## config.mk

```make
export PLATFORM = sky130hd
export DESIGN_NAME = sdram_cmd_monitor
export DESIGN_NICKNAME = d
export VERILOG_FILES = /design/src/rtl/sdram_mon_pkg.sv /design/src/rtl/sdram_mon_dpath.sv /design/src/rtl/sdram_mon_ctrl.sv /design/src/rtl/sdram_cmd_monitor.sv
export SDC_FILE = /design/constraint.sdc
export NUM_CORES = 1
export LEC_CHECK = 0
export BUFFER_PORTS_ARGS = -buffer_cell sky130_fd_sc_hd__buf_2
export CORE_UTILIZATION = 45
export DETAILED_ROUTE_END_ITERATION = 10
export PLACE_DENSITY = 0.63
export SLEW_MARGIN = 20
export SYNTH_ARGS = -nofsm -noshare
export SYNTH_HDL_FRONTEND = slang
export SYNTH_SLANG_ARGS = --single-unit
```

## constraint.sdc

```tcl
create_clock -name clk -period 3.7 [get_ports clk]
set_input_delay 0.185 -clock clk [delete_from_list [all_inputs] [get_ports clk]]
set_output_delay 0.185 -clock clk [all_outputs]
set_load 0.05 [all_outputs]
```

## src/rtl/sdram_mon_pkg.sv

```systemverilog
package sdram_mon_pkg;
  localparam int NUM_BANKS   = 4;
  localparam int BANK_W      = $clog2(NUM_BANKS);
  localparam int MAX_BURST   = 8;
  localparam int BURST_W     = $clog2(MAX_BURST);
  localparam int MODE_GAP    = 2;
  localparam int GAP_W       = $clog2(MODE_GAP + 1);
  localparam int RD_MASK_LAT = 2;

  typedef enum logic [3:0] {
    CMD_NOP   = 4'd0,
    CMD_MRS   = 4'd1,
    CMD_REF   = 4'd2,
    CMD_ACT   = 4'd3,
    CMD_RD    = 4'd4,
    CMD_WR    = 4'd5,
    CMD_BST   = 4'd6,
    CMD_PRE   = 4'd7,
    CMD_SRIN  = 4'd8,
    CMD_SROUT = 4'd9,
    CMD_SUSP  = 4'd10
  } cmdE;

  typedef enum logic [2:0] {
    RSN_NONE     = 3'd0,
    RSN_MRS_BUSY = 3'd1,
    RSN_REF_BUSY = 3'd2,
    RSN_MRS_GAP  = 3'd3,
    RSN_AP_BURST = 3'd4,
    RSN_TRP      = 3'd5,
    RSN_BANK     = 3'd6
  } rsnE;

  typedef struct packed {
    logic loadMode;
    logic writeBeat;
  } strobeT;
endpackage

```

## src/rtl/sdram_mon_dpath.sv

```systemverilog
module sdram_mon_dpath
  import sdram_mon_pkg::*;
(
  input  logic       clk,
  input  logic       rst,
  input  logic       dqm,
  input  logic [1:0] modeBits,
  input  strobeT     strb,
  output logic [1:0] blCode,
  output logic       wrMask,
  output logic       rdHiZ
);
  localparam int STAGES = RD_MASK_LAT + 1;

  logic [STAGES-1:0] hizPipe;

  always_ff @(posedge clk) begin
    if (rst) begin
      blCode <= 2'd0;
      wrMask <= 1'b0;
    end else begin
      if (strb.loadMode) blCode <= modeBits;
      wrMask <= dqm & strb.writeBeat;
    end
  end

  // Read mask delay line: one stage per edge of latency, plus the output register.
  for (genvar s = 0; s < STAGES; s++) begin : g_hiz
    if (s == 0) begin : g_head
      always_ff @(posedge clk) begin
        if (rst) hizPipe[0] <= 1'b0;
        else     hizPipe[0] <= dqm;
      end
    end else begin : g_tail
      always_ff @(posedge clk) begin
        if (rst) hizPipe[s] <= 1'b0;
        else     hizPipe[s] <= hizPipe[s-1];
      end
    end
  end

  assign rdHiZ = hizPipe[STAGES-1];
endmodule

```

## src/rtl/sdram_mon_ctrl.sv

```systemverilog
module sdram_mon_ctrl
  import sdram_mon_pkg::*;
#(
  parameter int TRP = 3
) (
  input  logic              clk,
  input  logic              rst,
  input  logic              cke,
  input  logic              csN,
  input  logic              rasN,
  input  logic              casN,
  input  logic              weN,
  input  logic [1:0]        ba,
  input  logic              apBit,
  input  logic [1:0]        blCode,
  output strobeT            strb,
  output logic [3:0]        cmdCode,
  output logic [BANK_W-1:0] cmdBank,
  output logic              autoPre,
  output logic              violation,
  output logic [2:0]        reason
);
  localparam int PW = $clog2(TRP + 1);
  localparam logic [PW-1:0] PRE_LOAD = PW'(TRP - 1);

  logic                 ckePrev, selfRef;
  logic [GAP_W-1:0]     modeWait;
  logic [NUM_BANKS-1:0] bankOpen;
  logic [PW-1:0]        preCnt [NUM_BANKS];
  logic [BURST_W-1:0]   burstLeft;
  logic [BANK_W-1:0]    burstBank;
  logic                 burstAp, burstWr;

  cmdE               cmdNext;
  rsnE               rsn;
  logic [BANK_W-1:0] bankIdx;
  logic [3:0]        blLen;
  logic [BURST_W-1:0] blLast;
  logic              accept, apBusy;

  assign bankIdx = {ba[0], ba[1]};
  assign blLen   = 4'd1 << blCode;
  assign blLast  = BURST_W'(blLen - 4'd1);
  assign apBusy  = (burstLeft != '0) && burstAp;

  always_comb begin
    cmdNext = CMD_SUSP;
    if (ckePrev && cke) begin
      if (csN) cmdNext = CMD_NOP;
      else begin
        case ({rasN, casN, weN})
          3'b000:  cmdNext = CMD_MRS;
          3'b001:  cmdNext = CMD_REF;
          3'b011:  cmdNext = CMD_ACT;
          3'b101:  cmdNext = CMD_RD;
          3'b100:  cmdNext = CMD_WR;
          3'b110:  cmdNext = CMD_BST;
          3'b010:  cmdNext = CMD_PRE;
          default: cmdNext = CMD_NOP;
        endcase
      end
    end else if (ckePrev && !cke) begin
      if (!csN && {rasN, casN, weN} == 3'b001) cmdNext = CMD_SRIN;
    end else if (!ckePrev && cke && selfRef) begin
      cmdNext = CMD_SROUT;
    end
  end

  always_comb begin
    rsn = RSN_NONE;
    if (modeWait != '0 && cmdNext != CMD_NOP) rsn = RSN_MRS_GAP;
    else begin
      case (cmdNext)
        CMD_MRS:           if (|bankOpen) rsn = RSN_MRS_BUSY;
        CMD_REF, CMD_SRIN: if (|bankOpen) rsn = RSN_REF_BUSY;
        CMD_RD, CMD_WR: begin
          if (apBusy)                 rsn = RSN_AP_BURST;
          else if (!bankOpen[bankIdx]) rsn = RSN_BANK;
        end
        CMD_ACT: begin
          if (bankOpen[bankIdx])          rsn = RSN_BANK;
          else if (preCnt[bankIdx] != '0) rsn = RSN_TRP;
        end
        default: rsn = RSN_NONE;
      endcase
    end
  end

  assign accept         = (rsn == RSN_NONE);
  assign strb.loadMode  = accept && (cmdNext == CMD_MRS);
  assign strb.writeBeat = (accept && cmdNext == CMD_WR) ||
                          ((burstLeft != '0) && burstWr &&
                           !(accept && (cmdNext == CMD_RD || cmdNext == CMD_BST)));

  always_ff @(posedge clk) begin
    if (rst) begin
      ckePrev   <= 1'b1;
      selfRef   <= 1'b0;
      modeWait  <= '0;
      bankOpen  <= '0;
      for (int b = 0; b < NUM_BANKS; b++) preCnt[b] <= '0;
      burstLeft <= '0;
      burstBank <= '0;
      burstAp   <= 1'b0;
      burstWr   <= 1'b0;
      cmdCode   <= CMD_NOP;
      cmdBank   <= '0;
      autoPre   <= 1'b0;
      violation <= 1'b0;
      reason    <= RSN_NONE;
    end else begin
      ckePrev <= cke;
      for (int b = 0; b < NUM_BANKS; b++)
        if (preCnt[b] != '0) preCnt[b] <= preCnt[b] - PW'(1);
      if (modeWait != '0) modeWait <= modeWait - GAP_W'(1);

      if (burstLeft != '0) begin
        burstLeft <= burstLeft - BURST_W'(1);
        if (burstLeft == BURST_W'(1) && burstAp) begin
          bankOpen[burstBank] <= 1'b0;
          preCnt[burstBank]   <= PRE_LOAD;
        end
      end

      if (accept) begin
        case (cmdNext)
          CMD_MRS:   modeWait <= GAP_W'(MODE_GAP);
          CMD_SRIN:  selfRef  <= 1'b1;
          CMD_SROUT: selfRef  <= 1'b0;
          CMD_ACT:   bankOpen[bankIdx] <= 1'b1;
          CMD_PRE: begin
            if (apBit) bankOpen <= '0;
            else       bankOpen[bankIdx] <= 1'b0;
          end
          CMD_RD, CMD_WR: begin
            burstLeft <= blLast;
            burstBank <= bankIdx;
            burstAp   <= apBit;
            burstWr   <= (cmdNext == CMD_WR);
            if (blLast == '0 && apBit) begin
              bankOpen[bankIdx] <= 1'b0;
              preCnt[bankIdx]   <= PRE_LOAD;
            end
          end
          CMD_BST: begin
            if (burstLeft != '0) begin
              burstLeft <= '0;
              if (burstAp) begin
                bankOpen[burstBank] <= 1'b0;
                preCnt[burstBank]   <= PRE_LOAD;
              end
            end
          end
          default: ;
        endcase
      end

      cmdCode   <= cmdNext;
      cmdBank   <= (cmdNext == CMD_ACT || cmdNext == CMD_RD || cmdNext == CMD_WR ||
                    (cmdNext == CMD_PRE && !apBit)) ? bankIdx : '0;
      autoPre   <= (cmdNext == CMD_RD || cmdNext == CMD_WR) && apBit;
      violation <= !accept;
      reason    <= rsn;
    end
  end
endmodule

```

## src/rtl/sdram_cmd_monitor.sv

```systemverilog
module sdram_cmd_monitor
  import sdram_mon_pkg::*;
#(
  parameter int TRP = 3
) (
  input  logic       clk,
  input  logic       rst,
  input  logic       cke,
  input  logic       csN,
  input  logic       rasN,
  input  logic       casN,
  input  logic       weN,
  input  logic [1:0] ba,
  input  logic       addrAp,
  input  logic [1:0] addrLow,
  input  logic       dqm,
  output logic [3:0] cmdCode,
  output logic [1:0] cmdBank,
  output logic       autoPre,
  output logic       violation,
  output logic [2:0] reason,
  output logic       wrMask,
  output logic       rdHiZ
);
  strobeT     strb;
  logic [1:0] blCode;

  sdram_mon_ctrl #(.TRP(TRP)) ctrl_i (
    .clk(clk), .rst(rst), .cke(cke), .csN(csN), .rasN(rasN), .casN(casN),
    .weN(weN), .ba(ba), .apBit(addrAp), .blCode(blCode), .strb(strb),
    .cmdCode(cmdCode), .cmdBank(cmdBank), .autoPre(autoPre),
    .violation(violation), .reason(reason)
  );

  sdram_mon_dpath dpath_i (
    .clk(clk), .rst(rst), .dqm(dqm), .modeBits(addrLow), .strb(strb),
    .blCode(blCode), .wrMask(wrMask), .rdHiZ(rdHiZ)
  );
endmodule

```

Yosys cells after proc, flatten, opt, wreduce, memory -nomap -nowiden:

Memories as Yosys holds them, arrays and structs flattened.
Index checks and enable logic that the tools add are counted.

* bits in registers: 32
* RAM bits: 8
* input port bits: 13
* logic and storage cells: 183
* memories: 1

Memory list
* ctrl_i.preCnt: depth 4, bits a word 2, rd ports 5, clocked after memory_dff 0, write ports 5, RTL line sdram_mon_ctrl.sv:29 `logic [PW-1:0] preCnt [NUM_BANKS];`

* add/sub/neg operators: 7
* order comparisons: 4
* equal/unequal tests: 16
* shifts and indexed selects: 1
* muxes and demuxes: 74
* bitwise gates (word level): 13
* reductions and logical operators: 49

Operator list (count)
* $mux W4: 11
* $mux W1: 34
* $mux W2: 13
* $mux W3: 8
* $pmux W3 S7: 1
* $logic_and A1 B1 Y1: 18
* $eq A4 B3 Y1 const B: 4
* $pmux W4 S4: 1
* $reduce_bool A2 Y1: 7
* $and A4 B4 Y4: 3
* $pmux W3 S4: 1
* $sub A2 B1 Y2 const B: 5
* $eq A3 B3 Y1 const B: 3
* $logic_not A3 Y1: 3
* $eq A4 B2 Y1 const B: 2
* $eq A4 B4 Y1 const B: 2
* $not A4 Y4: 2
* $reduce_or A2 Y1: 4
* $eq A3 B1 Y1 const B: 2
* $eq A3 B2 Y1 const B: 2
* $logic_not A1 Y1: 6
* $logic_or A1 B1 Y1: 6
* $lt A2 B3 Y1 const B: 2
* $pmux W3 S2: 1
* other kinds (15): 23

Depth between registers and ports, before layout:

* word-level depth: 16
* mapped depth: 9

By module:

A second synthesis with hierarchy kept.

* cells, all modules: 273
* area, all modules: 2244.7 um^2

Modules (own cells, without submodules)
* sdram_mon_ctrl: instances 1, cells each 259, area an instance 2064.5 um^2, seq. area each 680.7 um^2
* sdram_mon_dpath: instances 1, cells each 14, area an instance 180.2 um^2, seq. area each 120.1 um^2

Least setup slack after synthesis:

Ideal clock, no wire load.

* path kind: register to register
* start: register ctrl_i.ckePrev
* end: memory ctrl_i.preCnt[0][1] (netlist name)
* library setup time: 0.088 ns
* arrival: 1.918 ns
* data required time: 3.612 ns
* path slack: 1.693 ns
* stages on the path, launching flop included: 8
* path buffers: 0
* path through: dfxtp_1 -> and3b_1 -> a31o_1 -> nor3_4 -> a21oi_4 -> o41ai_4 -> nand2b_2 -> o32ai_2

RTL lines
* start: declaration: RTL line sdram_mon_ctrl.sv:26 `logic ckePrev, selfRef;`
* start signal: assignment: RTL line sdram_mon_ctrl.sv:112 `ckePrev <= cke;`
* end: declaration: RTL line sdram_mon_ctrl.sv:29

==> impl_metrics.ini <==
[sta]
setup_slack_ps = 1200
timing.hold.ws_ps = 128
setup_viol = 0
min_period_over_period = 0.676
grt_setup_unrepaired = no
fmax_mhz = 400
maxSlewHeadroom = 0.445
finalHoldViolations = 0
tns_ps = 0
skew_ps = 8.12
worst_pin_slew_ps = 825
report.final.slew_viol_count = 0
post-route-min-period_ps = 2500

[synthesis]
ys_seq_area_frac = 0.343
synth-seq-cells = 40
synth_cell_types = 60
synthArstFlopShare = 0
synthTopCellsByArea = dfxtp_1, ha_1, a21oi_1
yosysTopAreaCellShare = 0.343
avgSynthCellArea_um2 = 8.71
yosys_warnings = 0
synthCells = 268
synth-edff-count = 0
ys.flop_type = dfxtp_1
synth.cell_area_um2 = 2330
synthesis.nets = 290
synth_area_leader_cell = dfxtp_1

[floorplan]
fp.coreArea_um2 = 4850
row_count = 25
fp.dieH_um = 74.0
chipWidth_um = 74.0
ioPinCount = 26
dieArea_um2 = 5480
start_util = 0.481

[detailed_routing]
dr.first_iter.drc_count = 201
drtPass1Iterations = 7
viasPerCell = 5.70
wl_per_cell_um = 15.0
drc = 0
ant_nets = 0
wirelength_um = 5330
vias = 2029

[setup_path]
rr_worst_depth = 7
rrSetupSlack_ps = 1200
r2r_start = ctrl_i.ckePrev$_SDFF_PP1_
crit_type = flop to flop
cp-end-kind = flop
critical_path_peak_fanout = 9
required_ps = 3900
cp-start-kind = flop
rr_endpoint = ctrl_i.preCnt[0][1]$_SDFFE_PP1P_
arrival_ps = 2700

[clock_network]
postCtsHoldBufs = 0
cts_root_buf = clkbuf_8
cts_setup_buffers = 0
cts_resized = 0
clockBufferDepth = 2
cts_tree = yes
ctsHtreeMaxLevel = 2
worstSkewPairLatency_ps = 280
path_clk_slew_ps = 70
numCtsBuffers = 5
cts_sinks = 40

[placement]
portBuffers = 25
dp_cells = 349
dpl_worst_slack_ps = 1240
gp_congestion = 0.873
dp_hpwl_um = 4000

[cells_and_area]
syn2layout_area_growth_pct = 9.97
nets = 311
layoutNonFillerInstCount = 356
antenna_cells = 0
final_layout_size_suffix_gt1_frac = 0.180
fillCellCount = 442

[global_route]
grt_overflow = 0
antenna_found_initial = 0
grt_max_degree = 40
grt_pass1_wl_um = 8900
track_usage = 0.211
grt_pass1_vias = 1830

[worst_hold_path]
hold_end = dpath_i.blCode[0]$_SDFFE_PP0P_
worstHoldPathCells = 3
worstHoldPathType = input port to flop
min-delay-start = addrLow[0]

[power_and_ir_drop]
p_leak_nw = 0.996
powerDensity_nw_per_um2 = 462
power_mw = 1.19
max-vdd-ir-drop_mv = 0.220

[status]
status = complete, no violations

[flow_run]
cap_violations = 0
layout by cell type, fill, tap and decap left out, types with 3 or more instances in the layout:
master	n
or2_2	3
a31oi_1	4
mux2i_1	7
nor3_1	5
ha_1	9
o21ai_1	3
nand3_1	8
dfxtp_1	40
o21a_1	5
o22ai_1	4
nor2b_1	12
o21ai_0	13
buf_2	25
a222oi_1	4
inv_1	18
a211o_1	3
a211oi_2	4
and2_1	4
nand2_1	20
a21oi_1	18
a32oi_1	4
nand2b_1	9
xor2_1	4
clkbuf_8	5
nor2_1	18
synthesized netlist by cell type (5+ instances only):
library cell	count
inv_1	18
nand3_1	8
a21oi_1	18
nor2_1	18
nor3_1	5
nor2b_1	12
o21a_1	5
dfxtp_1	40
clkbuf_1	8
nand2_1	20
o21ai_0	13
nand2b_1	9
mux2i_1	7
ha_1	9
worst max-delay path, stage by stage, from the launching register on:
cell       delay (ps)
dfxtp_1           420
nand4bb_1         190
o31ai_2           320
and2_1            410
a21oi_4           160
o41ai_4           530
nand2b_2          150
o32ai_2           220
where the power goes:
group	switching, mW	internal [mW]	total [mW]	leakage, nW
logic	0.229	0.184	0.413	0.629
registers	0.0254	0.483	0.508	0.326
clock network	0.138	0.128	0.266	0.0410
total	0.392	0.794	1.19	0.996
registers in the layout, indices dropped and copies added, names as in the netlist, 2 cells and up:
signal            count
ctrl_i.burstBank      2
ctrl_i.bankOpen       4
dpath_i.blCode        2
ctrl_i.reason         3
ctrl_i.cmdBank        2
ctrl_i.cmdCode        4
ctrl_i.preCnt         8
ctrl_i.modeWait       2
dpath_i.hizPipe       2
ctrl_i.burstLeft      3
layer usage:
metal	part of all wire	global-route usage	vias up	wire, um
met5	0	0	-	0
met4	0.014	0.0513	0	72
met3	0.054	0.0488	9	290
met2	0.43	0.318	68	2310
met1	0.50	0.304	944	2660
li1	-	-	1008	-
layout make-up:
type	count	area, um2	area share
well taps	67	83.8	0.0327
clock buffers	6	72.6	0.0283
clock inverters	1	5.00	0.00195
multi-input cells	199	1410	0.550
inverters	18	67.6	0.0263
repair buffers	25	125	0.0488
flip-flops and latches	40	801	0.312
worst max-delay path by stage:
stage | start | to | slack, ps | cells past startpoint
floorplan | ctrl_i.ckePrev$_SDFF_PP1_ | ctrl_i.preCnt[0][1]$_SDFFE_PP1P_ | 1690 | 7
global placement | ctrl_i.ckePrev$_SDFF_PP1_ | ctrl_i.preCnt[0][1]$_SDFFE_PP1P_ | 1270 | 7
detailed placement | ctrl_i.ckePrev$_SDFF_PP1_ | ctrl_i.preCnt[0][1]$_SDFFE_PP1P_ | 1240 | 7
CTS | ctrl_i.ckePrev$_SDFF_PP1_ | ctrl_i.preCnt[0][1]$_SDFFE_PP1P_ | 1220 | 7
global route | ctrl_i.ckePrev$_SDFF_PP1_ | ctrl_i.preCnt[0][1]$_SDFFE_PP1P_ | 1060 | 7
finish | ctrl_i.ckePrev$_SDFF_PP1_ | ctrl_i.preCnt[0][1]$_SDFFE_PP1P_ | 1200 | 7
logic make-up after synthesis:
| group | Yosys count | share of synthesized area |
|---|---|---|
| xor+xnor | 4 | 0.0150 |
| simple gates | 99 | 0.240 |
| buf+inv | 29 | 0.0520 |
| compound gates | 79 | 0.262 |
| mux | 8 | 0.0397 |
| fa+ha+maj | 9 | 0.0483 |
| flops | 40 | 0.343 |
stage by stage:
step	utilization	cell area, um2
2_1_floorplan	-	2330
3_3_place_gp	0.513	2490
3_5_place_dp	0.513	2490
4_1_cts	0.529	2570
5_1_grt	0.529	2570
6_report	0.529	2570
(Power assumes the default switching activity.)
